===== src/rtl/mdu_pkg.sv =====
package mdu_pkg;

  localparam int DATA_W = 8;
  localparam int BUS_W  = 16;

  localparam logic [2:0] REG_DATA = 3'd0;
  localparam logic [2:0] REG_DIV  = 3'd1;
  localparam logic [2:0] REG_LINE = 3'd2;
  localparam logic [2:0] REG_ADDR = 3'd3;
  localparam logic [2:0] REG_MASK = 3'd4;
  localparam logic [2:0] REG_STAT = 3'd5;

  localparam logic [1:0] PAR_EVEN = 2'b01;
  localparam logic [1:0] PAR_ODD  = 2'b10;

  // bit order matches the line-format register: [5] multidrop, [4:3] parity, [2] two stops, [1:0] length-5
  typedef struct packed {
    logic       nineMode;
    logic [1:0] parMode;
    logic       stop2;
    logic [1:0] lenCode;
  } lineCfg_t;

  // control -> datapath strobes
  typedef struct packed {
    logic txLoad;
    logic txShift;
    logic rxShiftIn;
    logic rxNinthCap;
    logic rxParCap;
    logic rxDone;
    logic rxBit;
  } strobes_t;

  typedef enum logic [2:0] {
    ST_IDLE, ST_START, ST_DATA, ST_NINTH, ST_PAR, ST_STOP
  } serState_t;

  function automatic logic parEnabled(input logic [1:0] mode);
    return (mode == PAR_EVEN) || (mode == PAR_ODD);
  endfunction

  function automatic logic [DATA_W-1:0] lenMask(input logic [1:0] code);
    return {DATA_W{1'b1}} >> (2'd3 - code);
  endfunction

  function automatic logic parityBit(input logic [DATA_W-1:0] d, input logic [1:0] code,
                                     input logic [1:0] mode);
    logic p;
    p = ^(d & lenMask(code));
    return (mode == PAR_ODD) ? ~p : p;
  endfunction

endpackage


===== src/rtl/mdu_ctrl.sv =====
module mdu_ctrl
  import mdu_pkg::*;
#(
  parameter int DIV_W = 16,
  parameter int OVS   = 16   // oversampling ticks per bit, power of two
) (
  input  logic             clk,
  input  logic             rstN,
  input  logic [DIV_W-1:0] divisor,
  input  lineCfg_t         cfg,
  input  logic             txHoldFull,
  input  logic             txBit,
  input  logic             txNinth,
  input  logic             txPar,
  input  logic             rxIn,
  output strobes_t         stb,
  output logic             txOut,
  output logic             txBusy
);

  localparam int CNT_W = $clog2(OVS);
  localparam logic [CNT_W-1:0] MID  = CNT_W'(OVS / 2 - 1);
  localparam logic [CNT_W-1:0] LAST = CNT_W'(OVS - 1);

  logic [DIV_W:0] divEffM1;
  logic [2:0]     lastIdx;
  logic           parOn;

  assign divEffM1 = ((divisor == '0) ? {1'b1, {DIV_W{1'b0}}} : {1'b0, divisor}) - 1'b1;
  assign lastIdx  = 3'd4 + {1'b0, cfg.lenCode};
  assign parOn    = parEnabled(cfg.parMode);

  // ---------------- transmitter ----------------
  serState_t      txState;
  logic [DIV_W:0] txDivCnt;
  logic [CNT_W-1:0] txCnt;
  logic [2:0]     txIdx;
  logic           txStopIdx;
  logic           txTick, txEnd, txStopLast;

  assign txTick     = (txState != ST_IDLE) && (txDivCnt == divEffM1);
  assign txEnd      = txTick && (txCnt == LAST);
  assign txStopLast = !cfg.stop2 || txStopIdx;
  assign txBusy     = (txState != ST_IDLE);

  always_ff @(posedge clk or negedge rstN) begin
    if (!rstN) begin
      txState   <= ST_IDLE;
      txDivCnt  <= '0;
      txCnt     <= '0;
      txIdx     <= '0;
      txStopIdx <= 1'b0;
    end else if (stb.txLoad) begin
      txState   <= ST_START;
      txDivCnt  <= '0;
      txCnt     <= '0;
      txIdx     <= '0;
      txStopIdx <= 1'b0;
    end else if (txState != ST_IDLE) begin
      txDivCnt <= txTick ? '0 : txDivCnt + 1'b1;
      if (txTick) txCnt <= txCnt + 1'b1;
      if (txEnd) begin
        case (txState)
          ST_START: txState <= ST_DATA;
          ST_DATA: begin
            if (txIdx == lastIdx)
              txState <= cfg.nineMode ? ST_NINTH : (parOn ? ST_PAR : ST_STOP);
            else
              txIdx <= txIdx + 1'b1;
          end
          ST_NINTH: txState <= parOn ? ST_PAR : ST_STOP;
          ST_PAR:   txState <= ST_STOP;
          ST_STOP: begin
            if (!txStopLast) txStopIdx <= 1'b1;
            else             txState   <= ST_IDLE;
          end
          default: txState <= ST_IDLE;
        endcase
      end
    end
  end

  always_comb begin
    case (txState)
      ST_START: txOut = 1'b0;
      ST_DATA:  txOut = txBit;
      ST_NINTH: txOut = txNinth;
      ST_PAR:   txOut = txPar;
      default:  txOut = 1'b1;
    endcase
  end

  // ---------------- receiver ----------------
  logic rxS1, rxS2, rxPrev, rxFall;
  serState_t      rxState;
  logic [DIV_W:0] rxDivCnt;
  logic [CNT_W-1:0] rxCnt;
  logic [2:0]     rxIdx;
  logic           rxTick, rxSamp;

  assign rxFall = rxPrev && !rxS2;
  assign rxTick = (rxState != ST_IDLE) && (rxDivCnt == divEffM1);
  assign rxSamp = rxTick && (rxCnt == LAST) && (rxState != ST_START);

  always_ff @(posedge clk or negedge rstN) begin
    if (!rstN) begin
      rxS1   <= 1'b1;
      rxS2   <= 1'b1;
      rxPrev <= 1'b1;
    end else begin
      rxS1   <= rxIn;
      rxS2   <= rxS1;
      rxPrev <= rxS2;
    end
  end

  always_ff @(posedge clk or negedge rstN) begin
    if (!rstN) begin
      rxState  <= ST_IDLE;
      rxDivCnt <= '0;
      rxCnt    <= '0;
      rxIdx    <= '0;
    end else if (rxState == ST_IDLE) begin
      if (rxFall) begin
        rxState  <= ST_START;
        rxDivCnt <= '0;
        rxCnt    <= '0;
      end
    end else begin
      rxDivCnt <= rxTick ? '0 : rxDivCnt + 1'b1;
      if (rxState == ST_START) begin
        if (rxTick) begin
          if (rxCnt == MID) begin
            rxCnt   <= '0;
            rxIdx   <= '0;
            rxState <= rxS2 ? ST_IDLE : ST_DATA;
          end else begin
            rxCnt <= rxCnt + 1'b1;
          end
        end
      end else begin
        if (rxTick) rxCnt <= rxCnt + 1'b1;
        if (rxSamp) begin
          case (rxState)
            ST_DATA: begin
              if (rxIdx == lastIdx)
                rxState <= cfg.nineMode ? ST_NINTH : (parOn ? ST_PAR : ST_STOP);
              else
                rxIdx <= rxIdx + 1'b1;
            end
            ST_NINTH: rxState <= parOn ? ST_PAR : ST_STOP;
            ST_PAR:   rxState <= ST_STOP;
            default:  rxState <= ST_IDLE;
          endcase
        end
      end
    end
  end

  // ---------------- strobes ----------------
  always_comb begin
    stb            = '0;
    stb.txLoad     = txHoldFull && ((txState == ST_IDLE) ||
                                    (txEnd && (txState == ST_STOP) && txStopLast));
    stb.txShift    = txEnd && (txState == ST_DATA);
    stb.rxShiftIn  = rxSamp && (rxState == ST_DATA);
    stb.rxNinthCap = rxSamp && (rxState == ST_NINTH);
    stb.rxParCap   = rxSamp && (rxState == ST_PAR);
    stb.rxDone     = rxSamp && (rxState == ST_STOP);
    stb.rxBit      = rxS2;
  end

endmodule


===== src/rtl/mdu_dpath.sv =====
module mdu_dpath
  import mdu_pkg::*;
#(
  parameter int DIV_W = 16
) (
  input  logic             clk,
  input  logic             rstN,
  input  logic             wrEn,
  input  logic             rdEn,
  input  logic [2:0]       addr,
  input  logic [BUS_W-1:0] wrData,
  output logic [BUS_W-1:0] rdData,
  input  strobes_t         stb,
  input  logic             txBusy,
  output logic [DIV_W-1:0] divisor,
  output lineCfg_t         cfg,
  output logic             txHoldFull,
  output logic             rxFull,
  output logic             txBit,
  output logic             txNinth,
  output logic             txPar,
  output logic             errAny,
  output logic [2:0]       irqMask
);

  logic [DATA_W-1:0] ownAddr;
  logic wrData0, wrStat, popRx, wrTx;

  assign wrData0 = wrEn && (addr == REG_DATA);
  assign wrStat  = wrEn && (addr == REG_STAT);
  assign popRx   = rdEn && (addr == REG_DATA);
  assign wrTx    = wrData0 && !txHoldFull;

  // ---------------- configuration ----------------
  always_ff @(posedge clk or negedge rstN) begin
    if (!rstN) begin
      divisor <= DIV_W'(1);
      cfg     <= '{nineMode: 1'b0, parMode: 2'b00, stop2: 1'b0, lenCode: 2'b11};
      ownAddr <= '0;
      irqMask <= '0;
    end else if (wrEn) begin
      case (addr)
        REG_DIV:  divisor <= wrData[DIV_W-1:0];
        REG_LINE: cfg     <= lineCfg_t'(wrData[5:0]);
        REG_ADDR: ownAddr <= wrData[DATA_W-1:0];
        REG_MASK: irqMask <= wrData[2:0];
        default: ;
      endcase
    end
  end

  // ---------------- transmit path ----------------
  logic [DATA_W-1:0] txHold, txShiftReg;
  logic              txHoldNinth;

  always_ff @(posedge clk or negedge rstN) begin
    if (!rstN) begin
      txHold      <= '0;
      txHoldNinth <= 1'b0;
      txHoldFull  <= 1'b0;
      txShiftReg  <= '0;
      txNinth     <= 1'b0;
      txPar       <= 1'b0;
    end else begin
      if (stb.txLoad) begin
        txShiftReg <= txHold;
        txNinth    <= txHoldNinth;
        txPar      <= parityBit(txHold, cfg.lenCode, cfg.parMode);
        txHoldFull <= 1'b0;
      end else if (stb.txShift) begin
        txShiftReg <= txShiftReg >> 1;
      end
      if (wrTx) begin
        txHold      <= wrData[DATA_W-1:0];
        txHoldNinth <= wrData[DATA_W];
        txHoldFull  <= 1'b1;
      end
    end
  end

  assign txBit = txShiftReg[0];

  // ---------------- receive path ----------------
  logic [DATA_W-1:0] rxShiftReg, rxHold, rxData;
  logic rxNinthReg, rxParReg;
  logic parErr, frmErr, ovrErr, addrOn;
  logic isAddr, deliver, parBad;

  assign rxData  = rxShiftReg >> (2'd3 - cfg.lenCode);
  assign parBad  = parEnabled(cfg.parMode) &&
                   (rxParReg != parityBit(rxData, cfg.lenCode, cfg.parMode));
  assign isAddr  = cfg.nineMode && rxNinthReg;
  assign deliver = stb.rxDone && !isAddr && (!cfg.nineMode || addrOn);

  always_ff @(posedge clk or negedge rstN) begin
    if (!rstN) begin
      rxShiftReg <= '0;
      rxNinthReg <= 1'b0;
      rxParReg   <= 1'b0;
      rxHold     <= '0;
      rxFull     <= 1'b0;
      addrOn     <= 1'b0;
    end else begin
      if (stb.rxShiftIn)  rxShiftReg <= {stb.rxBit, rxShiftReg[DATA_W-1:1]};
      if (stb.rxNinthCap) rxNinthReg <= stb.rxBit;
      if (stb.rxParCap)   rxParReg   <= stb.rxBit;
      if (stb.rxDone && isAddr) addrOn <= (rxData == ownAddr);
      if (deliver && (!rxFull || popRx)) begin
        rxHold <= rxData;
        rxFull <= 1'b1;
      end else if (popRx) begin
        rxFull <= 1'b0;
      end
    end
  end

  always_ff @(posedge clk or negedge rstN) begin
    if (!rstN) begin
      parErr <= 1'b0;
      frmErr <= 1'b0;
      ovrErr <= 1'b0;
    end else begin
      if (stb.rxDone && parBad)           parErr <= 1'b1;
      else if (wrStat && wrData[3])       parErr <= 1'b0;
      if (stb.rxDone && !stb.rxBit)       frmErr <= 1'b1;
      else if (wrStat && wrData[4])       frmErr <= 1'b0;
      if (deliver && rxFull && !popRx)    ovrErr <= 1'b1;
      else if (wrStat && wrData[5])       ovrErr <= 1'b0;
    end
  end

  assign errAny = parErr | frmErr | ovrErr;

  // ---------------- read mux ----------------
  always_comb begin
    case (addr)
      REG_DATA: rdData = BUS_W'(rxHold);
      REG_DIV:  rdData = BUS_W'(divisor);
      REG_LINE: rdData = BUS_W'(cfg);
      REG_ADDR: rdData = BUS_W'(ownAddr);
      REG_MASK: rdData = BUS_W'(irqMask);
      REG_STAT: rdData = BUS_W'({addrOn, ovrErr, frmErr, parErr, rxFull,
                                 !txBusy && !txHoldFull, !txHoldFull});
      default:  rdData = '0;
    endcase
  end

endmodule


===== src/rtl/mdrop_uart.sv =====
module mdrop_uart
  import mdu_pkg::*;
#(
  parameter int DIV_W = 16,
  parameter int OVS   = 16
) (
  input  logic        clk,
  input  logic        rstN,
  input  logic        wrEn,
  input  logic        rdEn,
  input  logic [2:0]  addr,
  input  logic [15:0] wrData,
  output logic [15:0] rdData,
  input  logic        rxIn,
  output logic        txOut,
  output logic        irqTx,
  output logic        irqRx,
  output logic        irqErr
);

  strobes_t         stb;
  lineCfg_t         cfg;
  logic [DIV_W-1:0] divisor;
  logic             txHoldFull, rxFull, txBit, txNinth, txPar, txBusy, errAny;
  logic [2:0]       irqMask;

  mdu_ctrl #(.DIV_W(DIV_W), .OVS(OVS)) u_ctrl (
    .clk(clk), .rstN(rstN), .divisor(divisor), .cfg(cfg),
    .txHoldFull(txHoldFull), .txBit(txBit), .txNinth(txNinth), .txPar(txPar),
    .rxIn(rxIn), .stb(stb), .txOut(txOut), .txBusy(txBusy)
  );

  mdu_dpath #(.DIV_W(DIV_W)) u_dpath (
    .clk(clk), .rstN(rstN), .wrEn(wrEn), .rdEn(rdEn), .addr(addr),
    .wrData(wrData), .rdData(rdData), .stb(stb), .txBusy(txBusy),
    .divisor(divisor), .cfg(cfg), .txHoldFull(txHoldFull), .rxFull(rxFull),
    .txBit(txBit), .txNinth(txNinth), .txPar(txPar), .errAny(errAny),
    .irqMask(irqMask)
  );

  assign irqTx  = irqMask[0] && !txHoldFull;
  assign irqRx  = irqMask[1] && rxFull;
  assign irqErr = irqMask[2] && errAny;

endmodule


===== config.mk =====
export PLATFORM = sky130hd
export DESIGN_NAME = mdrop_uart
export DESIGN_NICKNAME = d
export VERILOG_FILES = /design/src/rtl/mdu_pkg.sv /design/src/rtl/mdu_ctrl.sv /design/src/rtl/mdu_dpath.sv /design/src/rtl/mdrop_uart.sv
export SDC_FILE = /design/constraint.sdc
export NUM_CORES = 1
export LEC_CHECK = 0
export ABC_AREA = 1
export CORE_MARGIN = 2
export CORE_UTILIZATION = 45
export DETAILED_ROUTE_END_ITERATION = 8
export PLACE_DENSITY = 0.69
export SLEW_MARGIN = 25
export SYNTH_ARGS = -nofsm -noshare
export SYNTH_HDL_FRONTEND = slang
export SYNTH_HIERARCHICAL = 1
export SYNTH_SLANG_ARGS = --single-unit

===== constraint.sdc =====
create_clock -name clk -period 4.14 [get_ports clk]
set_input_delay 1.035 -clock clk [delete_from_list [all_inputs] [get_ports clk]]
set_output_delay 1.035 -clock clk [all_outputs]
set_load 0.01 [all_outputs]

# == Word level (Yosys, flattened, before mapping) ==
# Cells that the tools add are included.
# totals
register_bits,134
latchBits,0
ramBits,0
mem_bits_ro,0
out_inout_bits,20
word_cells,237
n_memories,0
# classes
add_sub_neg,9
mul,0
n_div,0
n_lt_le_gt_ge,0
n_eq_ne,38
n_shift,2
mux,65
bitwise_logic,7
reduce_logical,82
# op_table
cell,n
17-bit two-way mux,7
16-bit one-hot mux with 6 select lines,1
3-bit two-way mux,24
4-bit two-way mux,9
1-bit logical AND,35
"17-bit by 1-bit adder with 17-bit output, second input constant",2
17-bit == test,2
2-bit nonzero test,14
"3-bit by 2-bit == test with 1-bit output, second input constant",6
"3-bit == test, second input constant",6
1-bit two-way mux,18
"17-bit by 1-bit subtractor with 17-bit output, second input constant",1
8-bit AND,2
16-bit logical NOT,1
8-bit two-way mux,2
8-bit XOR reduction,2
3-bit one-hot mux with 5 select lines,1
2-bit AND reduction,6
4-bit AND reduction,3
"3-bit by 1-bit == test with 1-bit output, second input constant",3
3-bit logical NOT,3
"3-bit by 2-bit inequality test with 1-bit output, second input constant",3
3-bit one-hot mux with 3 select lines,1
3-bit nonzero test,3
25 further kinds,48

# == Logic depth before layout (Yosys ltp) ==
# depth
ltp_word,13
depth_mapped,21
ltp_nobuf,21

# == Cells and area by module ==
# Netlist, hierarchy kept.
# modules_own_cells
module,n_inst,cells_per_inst,area_each_um2,seq_area_each_um2
mdu_ctrl,1,653,4588.2,1455.1
mdu_dpath,1,503,3942.5,1905.6
mdrop_uart,1,6,25.0,0.0

# == Worst setup path after synthesis ==
# No wires, ideal clock.
# synth_path
path_type,input port to output port
startpoint,in addr[0]
endpoint,out rdData[2]
arrival_time_ps,1911
path_slack_ps,1194
stages,7
cell_sequence,inv_1 -> nor2_2 -> nand2_1 -> inv_1 -> a22o_1 -> a221oi_1 -> nand2_1
# synth_between
elab_chain_cells,2
# synth_rtl
item,line,source
start: declaration,mdrop_uart.sv:11,"input logic [2:0] addr,"
"3-bit == test, or another cell as far along",mdu_dpath.sv:136,case (addr)
16-bit one-hot mux with 6 select lines (*),mdu_dpath.sv:136,
end: declaration,mdrop_uart.sv:13,"output logic [15:0] rdData,"
# Every way passes the cells marked *; elsewhere a longest branch is shown, timed or not.

# == Final worst setup path ==
# Ends and elaborated chain as after synthesis.

==> metrics <==
main flop type after synthesis dfrtp_1; final hold vios 0; DRT Pass-1 Iters 8; TritonCTS buffer count 17; biggest fanout along the worst timing path 4; maxcap violations 0; Post-Syn Nets around 1200; Final TNS setup 0 ns; Sw Share between 30 and 40%; drt drc 0; Final Util 52.5%; f_max 0.250 GHz; Synth Warn # 6; Avg WL per Cell 15.9 um; Initial DRC Count 656; fillers around 1700; Syn Inst Count between 1000 and 1500; overall die width about 140 um; Pwr Density approximately 460 nW/um^2; Design Power 4.51 mW; initial antenna violation count 0; LEAKAGE about 4.7 nW; worst reg-to-reg setup slack around 0.33 ns; # setup viols final 0; CP Capture Type output port; Startpoint Class input port; clk sinks 134; HPWL after DPL 17300 um; Worst-Skew Late Latency 0.43 ns; CTS Hold Buffers Added 0; vias in the first global route 7124; Cell Area, Synth roughly 8600 um^2; GRT overflow 0; Pint between 2 and 3 mW; first-pass GRT wire length about 37000 um; clock buffer depth 2; Core Region ~19000 um^2; top post-synthesis cells by area dfrtp_1 37%, nand2_1 13%, nand3_1 6.6%; die height around 140 um; Clock Power Share between 30% and 40%; clk root buf clkbuf_16; Rel. slew slack slightly below 50%; Initial Util a little under half; Nets about 1200; Synth top area share between 30% and 40%; type of the most critical hold path reg -> reg; gr usage total about a quarter; Post-synth EDFFs 0; worst slew pin tran approximately 0.76 ns; Worst VDD drop 0.352 mV; Post-synth ARST share between 90% and 100%; row cnt 50; WP buf/inv 4; Antenna Violating Nets Remaining 0; Via density 5.47; CTS H-Tree Depth 4; Tcrit/Tclk final 96.6%; CP max stage delay between 0.5 and 0.6 ns; postcts setup bufs 0; largest net degree at the start of global routing 81; CP delay by family, top buffers and inverters; Netlist cell types 59; critical path required time roughly 3.1 ns; outcome finished, final reports clean; Seq/Total Area, Yosys 39.3%; # IOs 44; Worst EP arrival 2.96 ns; max-slew violations 0; fin crit period about 4 ns; Register Area 3360 um^2; GPL Wtd Cong roughly 0.93; DIE AREA around 20000 um^2; Area Growth Syn to Fin 14.8%; kind of critical path in -> out; Sw Pwr roughly 1.6 mW; Max stage delay cell, worst path clkdlybuf4s50_1; layout cells sized above 1 approximately a tenth; CTS tree yes; FF+latch count, synth 134; combinational share of power 27.5%; crit-path cells clkdlybuf4s50_1, inv_1, nor2_2, nand2_1, inv_1, a22o_1, a221oi_1, nand2_1, clkdlybuf4s50_1; Setup Skew around 0.015 ns; area occupied by multi-input gates around 4500 um^2; Reg clk slew, reported paths approximately 0.060 ns; register share of total power around 38%; DR vias roughly 8000; syn_area_per_cell around 7.4 um^2; Port Buffers 43; DRT Wirelength 23200 um; RSZ-0062 raised after global routing false; area leader, netlist dfrtp_1; diodes inserted 0
==> layer usage <==
metal  wire (um)  track usage [%]  up-vias
met1       10900             34.5     3775
met4         513             8.16        0
met3        1450             4.99       35
met2       10300             36.0      259
met5           0                0        -
li1            -                -     3895
==> path summary, 6_finish.rpt <==
check,end,cells past startpoint,start
setup / recovery,rdData[2],9,addr[0]
hold / removal,u_ctrl/rxS2,0,u_ctrl/rxS1
setup reg to reg,u_dpath/rxHold[2],19,u_dpath/divisor[0]
hold reg to reg,u_ctrl/rxS2,0,u_ctrl/rxS1
max in group asynchronous,u_dpath/divisor[0],2,rstN
min in group asynchronous,u_ctrl/rxDivCnt[13],1,rstN
==> flip-flops by register name (all words and copies together) (netlist names), 8 cells and up <==
register / flops
u_dpath/ownAddr: 8
u_dpath/txHold: 8
u_ctrl/txDivCnt: 17
u_dpath/rxShiftReg: 8
u_dpath/txShiftReg: 8
u_ctrl/rxDivCnt: 17
u_dpath/divisor: 16
u_dpath/rxHold: 8
==> power by group through the flow <==
stage          Clock [mW]  Combinational, mW  Sequential [mW]
3_3_place_gp            0               1.21             1.71
2_1_floorplan           0              0.971             1.62
4_1_cts              1.61               1.23             1.69
3_5_place_dp            0               1.23             1.70
6_report             1.58               1.24             1.69
5_1_grt              1.66               1.41             1.71
==> metrics by stage <==
step           cells  setup WS (ns)  instance area (um^2)  hold slack, ns
4_1_cts         1456          0.169                  9820           0.358
3_3_place_gp    1424          0.156                  9210           0.350
5_1_grt         1456         0.0364                  9830           0.359
2_1_floorplan   1162           1.19                  8560           0.345
3_5_place_dp    1424          0.173                  9210           0.349
6_report        1456          0.142                  9830           0.356
==> what timing repair did <==
action / in CTS / in global routing
endpoints found under the setup margin: 0 / 8
hold endpoints to repair: 0 / 0
resized for setup: 0 / 1
==> cells in the final DEF (no fill, tap or decap), drive strengths merged, types with 3 or more instances in the layout <==
cell,instances
a21oi,27
a22oi,8
and3,3
buf,10
bufinv,3
clkbuf,18
clkdlybuf4s50,42
clkinv,7
clkinvlp,3
dfrtp,128
dfstp,6
ha,9
inv,153
mux2,3
nand2,318
nand3,119
nand3b,8
nand4,26
nor2,121
nor3,22
nor4,4
o211ai,3
o21ai,79
o22ai,22
or2,6
xnor2,9
xor2,50
==> cell families after synthesis <==
family,count (synthesis),synth area share [%]
buf+inv,176,8.48
xor+xnor,59,6.13
flops,134,39.3
simple gates,629,34.2
mux,3,0.395
compound gates,152,10.2
fa+ha+maj,9,1.32
==> cell usage after synthesis (3+ instances only) <==
cell type,number
and3_1,3
nor3_1,20
mux2_2,3
a22oi_1,8
nor2_4,3
xnor2_1,9
buf_6,3
o21ai_2,3
nand2_1,295
dfrtp_1,128
nand2_4,5
o21ai_1,28
o211ai_1,3
nand4_1,24
clkbuf_1,6
or2_0,3
nor2_1,98
or2_2,3
ha_1,9
inv_2,6
o22ai_1,22
nand3b_1,8
dfstp_2,6
o21ai_0,48
inv_1,143
buf_2,10
xor2_1,49
nand2_2,18
nand3_1,113
nand3_2,5
buf_4,4
nor2_2,20
a21oi_1,27
==> final cells by class <==
cell class / instances / share of cell area, %
Tap cell: 234 / 2.98
Timing Repair Buffer: 52 / 5.21
Sequential cell: 134 / 34.2
Inverter: 152 / 5.84
Clock buffer: 18 / 4.47
Multi-Input combinational cell: 852 / 45.5
Clock inverter: 14 / 1.78
==> worst reg2reg max path: stages, from the launching register on <==
cell      delay [ns]
dfstp_2         0.62
inv_1           0.12
ha_1            0.25
nand2_2         0.20
inv_1           0.12
nand2_1         0.07
nand2_1         0.11
nand2_1         0.12
nand2_1         0.05
nand3b_1        0.14
nor2_1          0.12
nand3b_1        0.08
nor2_1          0.25
nand4_1         0.25
nor2_1          0.32
o21ai_0         0.14
a21oi_1         0.25
nand2_2         0.26
nand2_1         0.12
o21ai_0         0.08
Power figures use the tool's default switching activity.
